==> src/rtl/fcmd_pkg.sv <==
package fcmd_pkg;
  typedef enum logic [3:0] {
    M_READ    = 4'd0,
    M_SIG     = 4'd1,
    M_ESETUP  = 4'd2,
    M_ERASE   = 4'd3,
    M_EVERIFY = 4'd4,
    M_PSETUP  = 4'd5,
    M_PROG    = 4'd6,
    M_PVERIFY = 4'd7,
    M_RST1    = 4'd8
  } fcmd_mode_e;

  localparam logic [7:0] CMD_READ  = 8'h00;
  localparam logic [7:0] CMD_SIG   = 8'h90;
  localparam logic [7:0] CMD_ESET  = 8'h20;
  localparam logic [7:0] CMD_EVER  = 8'hA0;
  localparam logic [7:0] CMD_PSET  = 8'h40;
  localparam logic [7:0] CMD_PVER  = 8'hC0;
  localparam logic [7:0] CMD_RST   = 8'hFF;

  localparam logic [15:0] SIG_MAKER  = 16'h0031;
  localparam logic [15:0] SIG_DEVICE = 16'h0051;
endpackage

==> src/rtl/fcmd_sync.sv <==
module fcmd_sync #(
  parameter int W = 1,
  parameter int STAGES = 2,
  parameter logic [W-1:0] RST_VAL = '0
) (
  input  logic         clk,
  input  logic         rst_n,
  input  logic [W-1:0] d,
  output logic [W-1:0] q
);
  logic [W-1:0] stg [STAGES];

  for (genvar i = 0; i < STAGES; i++) begin : g_stage
    if (i == 0) begin : g_first
      always_ff @(posedge clk or negedge rst_n) begin
        if (!rst_n) stg[0] <= RST_VAL;
        else        stg[0] <= d;
      end
    end else begin : g_next
      always_ff @(posedge clk or negedge rst_n) begin
        if (!rst_n) stg[i] <= RST_VAL;
        else        stg[i] <= stg[i-1];
      end
    end
  end

  assign q = stg[STAGES-1];
endmodule

==> src/rtl/fcmd_pulse_timer.sv <==
module fcmd_pulse_timer #(
  parameter int PGM_TICKS = 1000,
  parameter int ERS_TICKS = 950000
) (
  input  logic clk,
  input  logic rst_n,
  input  logic go,
  input  logic go_erase,
  input  logic abort,
  output logic busy,
  output logic is_erase,
  output logic stop
);
  localparam int MAXT = (PGM_TICKS > ERS_TICKS) ? PGM_TICKS : ERS_TICKS;
  localparam int CW   = $clog2(MAXT + 1);
  localparam logic [CW-1:0] PGM_LOAD = CW'(PGM_TICKS - 1);
  localparam logic [CW-1:0] ERS_LOAD = CW'(ERS_TICKS - 1);

  logic          run_q, run_d;
  logic          ers_q, ers_d;
  logic          stop_q, stop_d;
  logic [CW-1:0] cnt_q, cnt_d;

  always_comb begin
    run_d  = run_q;
    ers_d  = ers_q;
    cnt_d  = cnt_q;
    stop_d = 1'b0;
    if (go) begin
      run_d = 1'b1;
      ers_d = go_erase;
      cnt_d = go_erase ? ERS_LOAD : PGM_LOAD;
    end else if (run_q) begin
      if (abort || cnt_q == '0) begin
        run_d  = 1'b0;
        stop_d = 1'b1;
      end else begin
        cnt_d = cnt_q - 1'b1;
      end
    end
  end

  always_ff @(posedge clk or negedge rst_n) begin
    if (!rst_n) begin
      run_q  <= 1'b0;
      ers_q  <= 1'b0;
      stop_q <= 1'b0;
      cnt_q  <= '0;
    end else begin
      run_q  <= run_d;
      ers_q  <= ers_d;
      stop_q <= stop_d;
      cnt_q  <= cnt_d;
    end
  end

  assign busy     = run_q;
  assign is_erase = ers_q;
  assign stop     = stop_q;
endmodule

==> src/rtl/fcmd_decoder.sv <==
module fcmd_decoder
  import fcmd_pkg::*;
#(
  parameter int AW = 16,
  parameter int DW = 16
) (
  input  logic          clk,
  input  logic          rst_n,
  input  logic          ce_s,
  input  logic          oe_s,
  input  logic          we_s,
  input  logic          vpp_s,
  input  logic          vcc_s,
  input  logic [AW-1:0] addr_s,
  input  logic [DW-1:0] data_s,
  input  logic          tmr_busy,
  output fcmd_mode_e    mode,
  output logic [AW-1:0] lat_addr,
  output logic [DW-1:0] lat_data,
  output logic          go,
  output logic          go_erase,
  output logic          abort
);
  fcmd_mode_e    mode_q, mode_d;
  logic          we_prev_q;
  logic [AW-1:0] fall_addr_q;
  logic [AW-1:0] lat_addr_q;
  logic [DW-1:0] lat_data_q;
  logic          wr_ok, we_fall, we_rise;
  logic          fall_en, lat_addr_en, lat_data_en;
  logic [7:0]    cmd;

  assign wr_ok   = ~ce_s & oe_s & vcc_s;
  assign we_fall = we_prev_q & ~we_s & wr_ok;
  assign we_rise = ~we_prev_q & we_s & wr_ok & vpp_s;
  assign fall_en = we_fall;
  assign cmd     = data_s[7:0];

  always_comb begin
    mode_d      = mode_q;
    lat_addr_en = 1'b0;
    lat_data_en = 1'b0;
    go          = 1'b0;
    go_erase    = 1'b0;
    abort       = 1'b0;
    if (we_rise) begin
      abort = tmr_busy;
      case (mode_q)
        M_PSETUP: begin
          mode_d      = M_PROG;
          lat_addr_en = 1'b1;
          lat_data_en = 1'b1;
          go          = 1'b1;
        end
        M_ESETUP: begin
          if (cmd == CMD_ESET) begin
            mode_d   = M_ERASE;
            go       = 1'b1;
            go_erase = 1'b1;
          end else if (cmd == CMD_RST) begin
            mode_d = M_RST1;
          end else begin
            mode_d = M_READ;
          end
        end
        default: begin
          case (cmd)
            CMD_READ: mode_d = M_READ;
            CMD_SIG:  mode_d = M_SIG;
            CMD_ESET: mode_d = M_ESETUP;
            CMD_PSET: mode_d = M_PSETUP;
            CMD_EVER: begin
              mode_d      = M_EVERIFY;
              lat_addr_en = 1'b1;
            end
            CMD_PVER: mode_d = M_PVERIFY;
            CMD_RST:  mode_d = (mode_q == M_RST1) ? M_READ : M_RST1;
            default:  mode_d = M_READ;
          endcase
        end
      endcase
    end
  end

  always_ff @(posedge clk or negedge rst_n) begin
    if (!rst_n) begin
      mode_q    <= M_READ;
      we_prev_q <= 1'b1;
    end else begin
      mode_q    <= mode_d;
      we_prev_q <= we_s;
    end
  end

  always_ff @(posedge clk or negedge rst_n) begin
    if (!rst_n) begin
      fall_addr_q <= '0;
      lat_addr_q  <= '0;
      lat_data_q  <= '0;
    end else begin
      if (fall_en)     fall_addr_q <= addr_s;
      if (lat_addr_en) lat_addr_q  <= fall_addr_q;
      if (lat_data_en) lat_data_q  <= data_s;
    end
  end

  assign mode     = mode_q;
  assign lat_addr = lat_addr_q;
  assign lat_data = lat_data_q;
endmodule

==> src/rtl/fcmd_rdpath.sv <==
module fcmd_rdpath
  import fcmd_pkg::*;
#(
  parameter int AW = 16,
  parameter int DW = 16
) (
  input  fcmd_mode_e    mode,
  input  logic          ce_s,
  input  logic          oe_s,
  input  logic          we_s,
  input  logic [AW-1:0] addr_s,
  input  logic [AW-1:0] lat_addr,
  input  logic [DW-1:0] array_rdata,
  output logic [AW-1:0] cell_addr,
  output logic [DW-1:0] dout,
  output logic          dout_en
);
  logic          use_latched;
  logic [DW-1:0] sig_word;

  assign use_latched = (mode == M_PROG) || (mode == M_PVERIFY) || (mode == M_EVERIFY);
  assign cell_addr   = use_latched ? lat_addr : addr_s;
  assign dout_en     = ~ce_s & ~oe_s & we_s;

  always_comb begin
    if (addr_s == AW'(0))      sig_word = DW'(SIG_MAKER);
    else if (addr_s == AW'(1)) sig_word = DW'(SIG_DEVICE);
    else                       sig_word = '0;
  end

  assign dout = (mode == M_SIG) ? sig_word : array_rdata;
endmodule

==> src/rtl/flash_cmd_if.sv <==
module flash_cmd_if
  import fcmd_pkg::*;
#(
  parameter int AW = 16,
  parameter int DW = 16,
  parameter int SYNC_STAGES = 2,
  parameter int PGM_TICKS = 1000,
  parameter int ERS_TICKS = 950000
) (
  input  logic          clk,
  input  logic          rst_n,
  input  logic          ce_n,
  input  logic          oe_n,
  input  logic          we_n,
  input  logic [AW-1:0] addr,
  input  logic [DW-1:0] din,
  input  logic          vpp_hi,
  input  logic          vcc_ok,
  input  logic [DW-1:0] array_rdata,
  output logic [AW-1:0] cell_addr,
  output logic [DW-1:0] cell_wdata,
  output logic [DW-1:0] dout,
  output logic          dout_en,
  output logic [3:0]    mode,
  output logic          busy,
  output logic          pulse_erase,
  output logic          pulse_stop
);
  localparam int CTW = 5;
  localparam int BW  = AW + DW;
  localparam logic [CTW-1:0] CT_IDLE = 5'b11100;

  logic [CTW-1:0] ct_s;
  logic [BW-1:0]  bus_s;
  logic           ce_s, oe_s, we_s, vpp_s, vcc_s;
  logic [AW-1:0]  addr_s, lat_addr;
  logic [DW-1:0]  data_s;
  fcmd_mode_e     mode_cur;
  logic           go, go_erase, abort, tmr_busy;

  fcmd_sync #(.W(CTW), .STAGES(SYNC_STAGES), .RST_VAL(CT_IDLE)) u_sync_ctl (
    .clk(clk), .rst_n(rst_n),
    .d({ce_n, oe_n, we_n, vpp_hi, vcc_ok}),
    .q(ct_s)
  );

  fcmd_sync #(.W(BW), .STAGES(SYNC_STAGES), .RST_VAL('0)) u_sync_bus (
    .clk(clk), .rst_n(rst_n),
    .d({addr, din}),
    .q(bus_s)
  );

  assign {ce_s, oe_s, we_s, vpp_s, vcc_s} = ct_s;
  assign {addr_s, data_s} = bus_s;

  fcmd_decoder #(.AW(AW), .DW(DW)) u_dec (
    .clk(clk), .rst_n(rst_n),
    .ce_s(ce_s), .oe_s(oe_s), .we_s(we_s), .vpp_s(vpp_s), .vcc_s(vcc_s),
    .addr_s(addr_s), .data_s(data_s), .tmr_busy(tmr_busy),
    .mode(mode_cur), .lat_addr(lat_addr), .lat_data(cell_wdata),
    .go(go), .go_erase(go_erase), .abort(abort)
  );

  fcmd_pulse_timer #(.PGM_TICKS(PGM_TICKS), .ERS_TICKS(ERS_TICKS)) u_tmr (
    .clk(clk), .rst_n(rst_n),
    .go(go), .go_erase(go_erase), .abort(abort),
    .busy(tmr_busy), .is_erase(pulse_erase), .stop(pulse_stop)
  );

  fcmd_rdpath #(.AW(AW), .DW(DW)) u_rd (
    .mode(mode_cur), .ce_s(ce_s), .oe_s(oe_s), .we_s(we_s),
    .addr_s(addr_s), .lat_addr(lat_addr), .array_rdata(array_rdata),
    .cell_addr(cell_addr), .dout(dout), .dout_en(dout_en)
  );

  assign mode = mode_cur;
  assign busy = tmr_busy;
endmodule

==> config.mk <==
export PLATFORM = sky130hd
export DESIGN_NAME = flash_cmd_if
export DESIGN_NICKNAME = d
export VERILOG_FILES = /design/src/rtl/fcmd_pkg.sv /design/src/rtl/fcmd_sync.sv /design/src/rtl/fcmd_pulse_timer.sv /design/src/rtl/fcmd_decoder.sv /design/src/rtl/fcmd_rdpath.sv /design/src/rtl/flash_cmd_if.sv
export SDC_FILE = /design/constraint.sdc
export NUM_CORES = 1
export LEC_CHECK = 0
export BUFFER_PORTS_ARGS = -buffer_cell sky130_fd_sc_hd__buf_2
export CORE_MARGIN = 2
export CORE_UTILIZATION = 48
export DETAILED_ROUTE_END_ITERATION = 6
export GPL_TIMING_DRIVEN = 1
export HOLD_SLACK_MARGIN = 0.08
export PLACE_DENSITY_LB_ADDON = 0.25
export SETUP_SLACK_MARGIN = 0.02
export SKIP_LAST_GASP = 1
export SYNTH_ARGS = -nofsm -noshare
export SYNTH_HDL_FRONTEND = slang
export SYNTH_SLANG_ARGS = --single-unit
export TNS_END_PERCENT = 5
==> constraint.sdc <==
create_clock -name clk -period 5.65 [get_ports clk]
set_input_delay 0.565 -clock clk [delete_from_list [all_inputs] [get_ports clk]]
set_output_delay 0.565 -clock clk [all_outputs]
set_load 0.05 [all_outputs]
# After elaboration in Yosys (flattened, before gate mapping)
# Index checks and enable logic that the tools add are counted.
# classes
n_addsub	1
n_eq_ne	15
mux	30
bitwise_logic	13
n_reduce_logical	7
# op_table
cell	count
20-bit 2-to-1 mux	4
16-bit 2-to-1 mux	3
8-bit equality test, second input constant	4
4-bit one-hot mux with 6 select lines	1
20-bit logical NOT	1
20-bit by 1-bit subtractor with 20-bit output, second input constant	1
16-bit by 1-bit equality test with 1-bit output, second input constant	1
4-bit by 3-bit equality test with 1-bit output, second input constant	4
16-bit logical NOT	1
1-bit 2-to-1 mux	15
4-bit 2-to-1 mux	3
1-bit bitwise AND	9
8-bit by 6-bit equality test with 1-bit output, second input constant	1
8-bit by 7-bit equality test with 1-bit output, second input constant	1
4-bit one-hot mux with 2 select lines	1
7-bit 2-to-1 mux	1
4-bit by 1-bit equality test with 1-bit output, second input constant	1
4-bit by 2-bit equality test with 1-bit output, second input constant	1
4-bit equality test, second input constant	1
1-bit NOT	4
1-bit one-hot mux with 2 select lines	2
1-bit logical OR	3
2-bit != test, second input constant	1
2-bit AND reduction	1
2-bit nonzero test	1
# totals
regBits	150
in_bits	55
out_inout_bits	56
elab_cells	79

# Depth between registers and ports, before layout
# Gate-level depths: netlist of run 1.
# depth
depth_word	10
ltp_mapped	8
ltp_nobuf	7

# Hierarchy
# A second synthesis of run 1 with hierarchy kept.
# unflattened
cells_unflattened	462
hier_area_um2	6217.2
# by_module_without_submodules
module	instances	cells_each	area_each_um2
fcmd_decoder	1	151	2259.7
fcmd_sync at u_sync_bus	1	96	1841.8
fcmd_pulse_timer	1	151	1422.6
fcmd_rdpath	1	49	397.9
fcmd_sync at u_sync_ctl	1	15	295.3

# Worst setup path before layout of run 1
# No wires, ideal clock.
# synth_path
kind	register to output
startpoint	register u_dec.mode_q[1], in the netlist u_dec.mode[1]
endpoint	output port dout[5]
t_arrival_ps	2122
t_required_ps	5085
path_slack_ps	2963
stages_incl_launch_ff	6
path_buffers	1
cell_sequence	dfrtp_1 nand2b_1 or3_1 clkbuf_1 nor3_1 a22o_1
# synth_via
elab_chain_cells	2
# synth_lines
item	line	text
from (decl)	fcmd_decoder.sv:24	fcmd_mode_e mode_q, mode_d;
from (signal assigned)	fcmd_decoder.sv:90	mode_q <= mode_d;
4-bit by 1-bit equality test with 1-bit output	fcmd_rdpath.sv:31	assign dout = (mode == M_SIG) ? sig_word : array_rdata;
16-bit 2-to-1 mux	fcmd_rdpath.sv:31	
to (decl)	flash_cmd_if.sv:22	output logic [DW-1:0] dout,
# No other way between the ends.

# Final worst setup path of run 1
# Same ends and word-level chain as after synthesis.

==> results.cfg, run 1 <==
[die]
die_width_um = 114
coreArea_um2 = 11900
floorplan.rows = 40
start_util = 0.487
floorplan.io_pins = 111
die_area_um2 = 12900
die_h_um = 114

[worst_setup_path]
r2r_slack_ns = 2.73
cpPeakStageDelay_ns = 0.53
cell_by_cell_listing_of_the_critical_path = nand2b_1 -> or3_1 -> nor3_1 -> a22o_1 -> buf_2
critical_path.reg2reg.startpoint = u_dec.mode[0]
critPathLaunchType = flip-flop
crit_family = simple AND/OR/NAND/NOR gates
critical_path.max_fanout = 17
critPathSlowestCell = sky130_fd_sc_hd__or3_1
critical_path_buf_inv_count = 1
crit_path_end_kind = output pin
startpoint = u_dec.mode[1]
critPathRequiredTime_ns = 5.09
critical_path_arrival_ns = 2.48
setup.worst_path.class = flip-flop to output pin

[route]
dr.max_layer_used = met4
drt_first_iter_violations = 209
detailroute.wirelength.met3_um = 567
routed_met2_length_um = 5490
routed_wire_length_per_instance_um = 15.9
avgViaCountPerCell = 5.30
drcViolationCount = 0
drt-pass1-iter-count = 5
drt_wl_total_um = 11400
final_antenna_net_count = 0
m1_wl_um = 5130
via_count = 3779

[sta]
clock-skew-final_ns = 0.0118
crit_share_post_route = 0.539
slew_headroom = 0.221
final_period_minus_worst_setup_slack_ns = 3.04
rsz0062_at_grt = no
slew_violations = 0
setup_total_negative_slack_ns = 0
timing.final.setup_violations = 0
achievable-frequency_ghz = 0.328
worst_slew_pin_slew_ns = 1.16
report.final.hold_viol_count = 0

[clock_tree]
cts_htree_levels = 4
clockRootBuffer = sky130_fd_sc_hd__clkbuf_16
cts_buffers = 17
postCtsSetupRepairBufs = 0
clkSinkCount = 150
ctsHoldBuffers = 0
clk_latency_ns = 0.42
clockBufferDepth = 2
cts-resized-gates = 0
cts.reportedPaths.clkPinSlew_ns = 0.06
clock_tree_from_tritoncts = yes

[yosys]
async_flop_share = 1.00
synth.cell_area_um2 = 5770
synthTopCellsByArea = sky130_fd_sc_hd__dfrtp_1 (62%), sky130_fd_sc_hd__mux2_2 (7.2%), sky130_fd_sc_hd__nand2_1 (4.6%)
syn_avg_cell_area_um2 = 13.0
netlist_instances = 443
total_of_flip_flops_plus_latches_after_synthesis = 150
synth_top_area_share = 0.620
synthDominantAreaCellType = sky130_fd_sc_hd__dfrtp_1
synth_warn = 0
synth_enable_flop_cells = 0
postSynthNetCount = 500
yosysSeqAreaShare = 0.652
yosys.cell_types.count = 58
synth_top_flop_cell = sky130_fd_sc_hd__dfrtp_1

[final_layout]
most-common-layout-cells = sky130_fd_sc_hd__dfrtp_1 (143), sky130_fd_sc_hd__buf_2 (109), sky130_fd_sc_hd__nand2_1 (70), sky130_fd_sc_hd__mux2_2 (37), sky130_fd_sc_hd__clkbuf_16 (17)
antenna_cells_inserted = 0
final_nets = 611
fraction_of_layout_instances_using_a_drive_strength_above_1 = 0.367
layout.cell_area.non_filler_um2 = 6980
fillCellCount = 959
syn_to_final_growth_pct = 20.9
layout_commonest_cell = sky130_fd_sc_hd__dfrtp_1

[place]
detailedPlacementHpwl_um = 7520
io_buffer_count = 110
postPlaceCellArea_um2 = 6430
place.gp.congestion = 0.835

[status]
result_of_the_run = finished clean

[worst_hold_path]
worst_hold_path_type = primary input to async pin

[job]
timing.max_cap.violations = 0

[power_and_ir_drop]
p_leak_nw = 3.55
powerDensity_nw_per_um2 = 340
max-vdd-ir-drop_uv = 269

[global_routing]
wire_length_of_the_first_global_routing_pass_um = 18800
grtUsageTotal = 0.189
grt_antenna_before_repair = 0
grt_start_max_net_pins = 88
grt_total_ovfl = 0
vias_in_the_first_global_route = 3813
[worst register-to-register path, stage by stage, from the launching register on]
cell	delay (ns)
sky130_fd_sc_hd__dfrtp_1	0.43
sky130_fd_sc_hd__or4b_1	0.61
sky130_fd_sc_hd__or3b_1	0.24
sky130_fd_sc_hd__and4bb_1	0.23
sky130_fd_sc_hd__o21ai_2	0.85
sky130_fd_sc_hd__mux2_2	0.43
[through the flow]
stage / total power [mW] / utilization / hold slack, ns / worst slack, ns / std cells
6_report: 2.37 / 0.589 / 0.218 / 2.61 / 713
5_1_grt: 2.47 / 0.589 / 0.225 / 2.33 / 713
4_1_cts: 2.40 / 0.589 / 0.230 / 2.59 / 713
3_5_place_dp: 1.34 / 0.542 / 0.335 / 2.75 / 682
3_3_place_gp: 1.34 / 0.542 / 0.331 / 2.83 / 682
2_1_floorplan: 1.28 / - / 0.269 / 2.96 / 443
[power by group]
group          internal [mW]  leakage (nW)  switching [mW]  total, mW
Combinational         0.0594          1.40           0.101      0.160
Sequential              1.13          1.89          0.0288       1.16
Clock                  0.608         0.264           0.445       1.05
Total                   1.80          3.55           0.575       2.37
[layer usage]
metal  global-route usage  vias up
li1                     -     1788
met4               0.0772        0
met1                0.256     1879
met3               0.0611       14
met5                    0        -
met2                0.285       98
[Yosys cell counts (2+ instances only)]
master and instances:
sky130_fd_sc_hd__a21o_1 7, sky130_fd_sc_hd__a21oi_1 5, sky130_fd_sc_hd__a22o_1 2, sky130_fd_sc_hd__and2_1 13, sky130_fd_sc_hd__buf_4 2, sky130_fd_sc_hd__buf_6 2, sky130_fd_sc_hd__clkbuf_1 14, sky130_fd_sc_hd__dfrtp_1 143
sky130_fd_sc_hd__dfstp_2 7, sky130_fd_sc_hd__ha_1 2, sky130_fd_sc_hd__inv_1 5, sky130_fd_sc_hd__mux2_2 37, sky130_fd_sc_hd__mux2_4 11, sky130_fd_sc_hd__mux2i_1 4, sky130_fd_sc_hd__nand2_1 70, sky130_fd_sc_hd__nand2b_1 3
sky130_fd_sc_hd__nand3_1 13, sky130_fd_sc_hd__nand4_1 4, sky130_fd_sc_hd__nor2_1 8, sky130_fd_sc_hd__nor2b_1 5, sky130_fd_sc_hd__nor3_1 9, sky130_fd_sc_hd__nor3b_1 2, sky130_fd_sc_hd__nor4_1 6, sky130_fd_sc_hd__o211ai_1 4
sky130_fd_sc_hd__o21a_1 2, sky130_fd_sc_hd__o21ai_0 7, sky130_fd_sc_hd__o311ai_0 2, sky130_fd_sc_hd__o31ai_1 9, sky130_fd_sc_hd__o41ai_1 3, sky130_fd_sc_hd__or2_2 2, sky130_fd_sc_hd__or3_1 6, sky130_fd_sc_hd__or3b_1 2
sky130_fd_sc_hd__or4_1 7
[flip-flops by register name, indices dropped and copies added, names as in the netlist]
register,count
u_tmr.cnt_q,20
u_sync_bus.q,32
u_tmr.stop,1
u_tmr.busy,1
u_tmr.is_erase,1
u_dec.lat_addr,16
u_dec.fall_addr_q,16
u_sync_ctl.q,5
u_dec.lat_data,16
u_sync_ctl.stg,5
u_dec.we_prev_q,1
u_dec.mode,4
u_sync_bus.stg,32
[cells by family (layout without fill, tap and decap cells)]
| logic type | count (synthesis) | after routing | share of synthesized area |
|---|---|---|---|
| flip-flops | 150 | 150 | 0.652 |
| multiplexers | 52 | 52 | 0.108 |
| buffers and inverters | 24 | 147 | 0.0197 |
| AO/OA/AOI/OAI | 53 | 53 | 0.0702 |
| adder cells (fa/ha/maj) | 2 | 2 | 0.00433 |
| XOR/XNOR | 1 | 1 | 0.00152 |
| AND/OR/NAND/NOR | 161 | 161 | 0.145 |
[final cells by class]
class | instances | area (um2) | share of cell area
inverter | 5 | 18.8 | 0.00269
clock buffer | 18 | 429 | 0.0615
timing repair buffer | 111 | 564 | 0.0808
multi-input combinational | 269 | 1900 | 0.272
clock inverter | 13 | 124 | 0.0177
sequential | 150 | 3760 | 0.539
tap | 147 | 184 | 0.0263
[worst paths after layout]
path	cells past startpoint	to
setup / recovery	5	dout[5]
hold / removal	1	u_dec.lat_data[3]
setup reg to reg	5	u_dec.lat_addr[0]
hold reg to reg	0	u_sync_bus.q[7]
max in group asynchronous	2	u_sync_bus.q[28]
min in group clk	1	u_sync_bus.stg[47]
No activity file was read; power rests on OpenSTA's default activity.
==> inputs of run 2 (changes only) <==
Settings changed: ABC_AREA set to 1.
Clock period 5.65 ns to 2.75 ns, I/O delays scaled along.
==> run 2 against run 1 <==
Sequential cell count unchanged. Largest power group is now the clock network. Sequential power up 110%. Die area up 5.6%. Global-route usage up 1.8 points. Register-to-register slack worse by 2.0 ns. Power rose to 2.9 times the previous value. Hold slack better by 0.13 ns. First-iteration DRC count up 1.4%.
==> results.cfg, run 2 <==
[place]
io_buffer_count = 110
postPlaceCellArea_um2 = 6820
place_worst_setup_slack_ns = 0.820
detailedPlacementHpwl_um = 8700
place.gp.congestion = 0.921
dp.cells = 919

[final_layout]
layout.core_utilization = 0.626
antenna_cells_inserted = 0
fin_cells = 989
syn_to_final_growth_pct = 28.3
most-common-layout-cells = sky130_fd_sc_hd__nand2_1 (186), sky130_fd_sc_hd__dfrtp_1 (143), sky130_fd_sc_hd__buf_2 (109), sky130_fd_sc_hd__nand3_1 (64), sky130_fd_sc_hd__nor2_1 (62)
fraction_of_layout_instances_using_a_drive_strength_above_1 = 0.236
final_nets = 861
layout.cell_area.non_filler_um2 = 7840
layout_commonest_cell = sky130_fd_sc_hd__nand2_1

[route]
drt_wl_total_um = 13100
avgViaCountPerCell = 4.80
drt_first_iter_violations = 212
routed_wire_length_per_instance_um = 13.2
via_count = 4748
drt-pass1-iter-count = 4
drcViolationCount = 0
final_antenna_net_count = 0

[worst_setup_path]
critPathLaunchType = flip-flop
critical_path.max_fanout = 6
critical_path_arrival_ns = 2.08
crit_path_end_kind = output pin
critPathRequiredTime_ns = 2.48
setup.worst_path.class = flip-flop to output pin

[global_routing]
vias_in_the_first_global_route = 4676
grtUsageTotal = 0.207
wire_length_of_the_first_global_routing_pass_um = 21500
grt_antenna_before_repair = 0
grt_total_ovfl = 0
grt_start_max_net_pins = 71

[yosys]
synthTopCellsByArea = sky130_fd_sc_hd__dfrtp_1 (59%), sky130_fd_sc_hd__nand2_1 (11%), sky130_fd_sc_hd__nand3_1 (5.2%)
async_flop_share = 1.00
postSynthNetCount = 708
syn_avg_cell_area_um2 = 9.39
synth_common_cells = sky130_fd_sc_hd__nand2_1 (186), sky130_fd_sc_hd__dfrtp_1 (143), sky130_fd_sc_hd__nand3_1 (64), sky130_fd_sc_hd__nor2_1 (62), sky130_fd_sc_hd__inv_1 (54)
synth_warn = 0
synth_top_flop_cell = sky130_fd_sc_hd__dfrtp_1
yosysSeqAreaShare = 0.616
synth.cell_area_um2 = 6110
synth_enable_flop_cells = 0
yosys.cell_count.top_type = sky130_fd_sc_hd__nand2_1
synthDominantAreaCellType = sky130_fd_sc_hd__dfrtp_1
netlist_instances = 651
synth_top_area_share = 0.586
yosys.cell_types.count = 33
total_of_flip_flops_plus_latches_after_synthesis = 150

[die]
die_width_um = 117
start_util = 0.488
floorplan.io_pins = 111
floorplan.rows = 41
die_h_um = 117
coreArea_um2 = 12500
die_area_um2 = 13600

[clock_tree]
cts-resized-gates = 0
clock_tree_from_tritoncts = yes
clockBufferDepth = 2
clk_latency_ns = 0.42
clockRootBuffer = sky130_fd_sc_hd__clkbuf_16
postCtsSetupRepairBufs = 0
cts.reportedPaths.clkPinSlew_ns = 0.06
cts_htree_levels = 4
cts_buffers = 17
clkSinkCount = 150

[sta]
final_period_minus_worst_setup_slack_ns = 2.35
report.final.hold_viol_count = 0
crit_share_post_route = 0.855
layout_setup_ws_ns = 0.398
timing.hold.ws_ns = 0.345
slew_violations = 0
worst_slew_pin_slew_ns = 0.717
clock-skew-final_ns = 0.0149
setup_total_negative_slack_ns = 0
rsz0062_at_grt = no
achievable-frequency_ghz = 0.425
slew_headroom = 0.521
timing.final.setup_violations = 0

[job]
timing.max_cap.violations = 0

[status]
result_of_the_run = finished clean

[power_and_ir_drop]
p_total_mw = 6.87
powerDensity_nw_per_um2 = 876
p_leak_nw = 4.26
max-vdd-ir-drop_uv = 527

[worst_hold_path]
worst_hold_path_type = flip-flop to flip-flop
## run 2: kinds of logic (layout without fill, tap and decap cells)
group,after synthesis,after routing,synth area share
simple gates,358,358,0.267
xor+xnor,7,7,0.0100
flops,150,150,0.616
compound gates,53,53,0.0459
fa+ha+maj,2,2,0.00409
buf+inv,81,247,0.0573
## run 2: layout make-up
type                            count  area [um2]
Fill cell                        1021        4680
Clock inverter                     10         166
Tap cell                          172         215
Clock buffer                       22         474
Timing Repair Buffer              153         987
Multi-Input combinational cell    420        2000
Inverter                           62         238
Sequential cell                   150        3760
## run 2: layer usage
| layer | global-route usage | vias up | wire [um] |
|---|---|---|---|
| li1 | - | 2365 | - |
| met1 | 0.261 | 2227 | 5860 |
| met2 | 0.336 | 131 | 6220 |
| met3 | 0.0582 | 25 | 689 |
| met4 | 0.0910 | 0 | 287 |
| met5 | 0 | - | 0 |
## run 2: power breakdown
part	total [mW]	internal [mW]	switching (mW)
clock	2.48	1.60	0.879
sequential	2.46	2.36	0.0954
combinational	1.94	0.516	1.42
## run 2: worst max-delay path: stages, from the launching register on
cell	delay, ns
sky130_fd_sc_hd__dfrtp_1	0.41
sky130_fd_sc_hd__inv_1	0.09
sky130_fd_sc_hd__nand2_1	0.07
sky130_fd_sc_hd__inv_1	0.09
sky130_fd_sc_hd__nand2_1	0.19
sky130_fd_sc_hd__nor3_1	0.35
sky130_fd_sc_hd__nand3_1	0.13
sky130_fd_sc_hd__nand2_1	0.07
sky130_fd_sc_hd__buf_2	0.25
## run 2: final timing paths
path | startpoint | endpoint | slack (ns) | cells past startpoint
max reg2reg | u_sync_ctl.q[3] | u_dec.lat_addr[13] | 0.78 | 8
min in group asynchronous | rst_n | u_sync_bus.stg[60] | 0.41 | 2
min reg2reg | u_sync_bus.stg[52] | u_sync_bus.q[20] | 0.35 | 0
min | u_sync_bus.stg[52] | u_sync_bus.q[20] | 0.35 | 0
max | u_dec.mode[1] | dout[5] | 0.40 | 8
max in group asynchronous | rst_n | u_sync_ctl.q[3] | 1.56 | 3
## run 2: timing repair
item / CTS / global route
endpoints found under the hold margin: 95 / 0
hold buffers: 38 / 0
setup endpoints to repair: 0 / 0
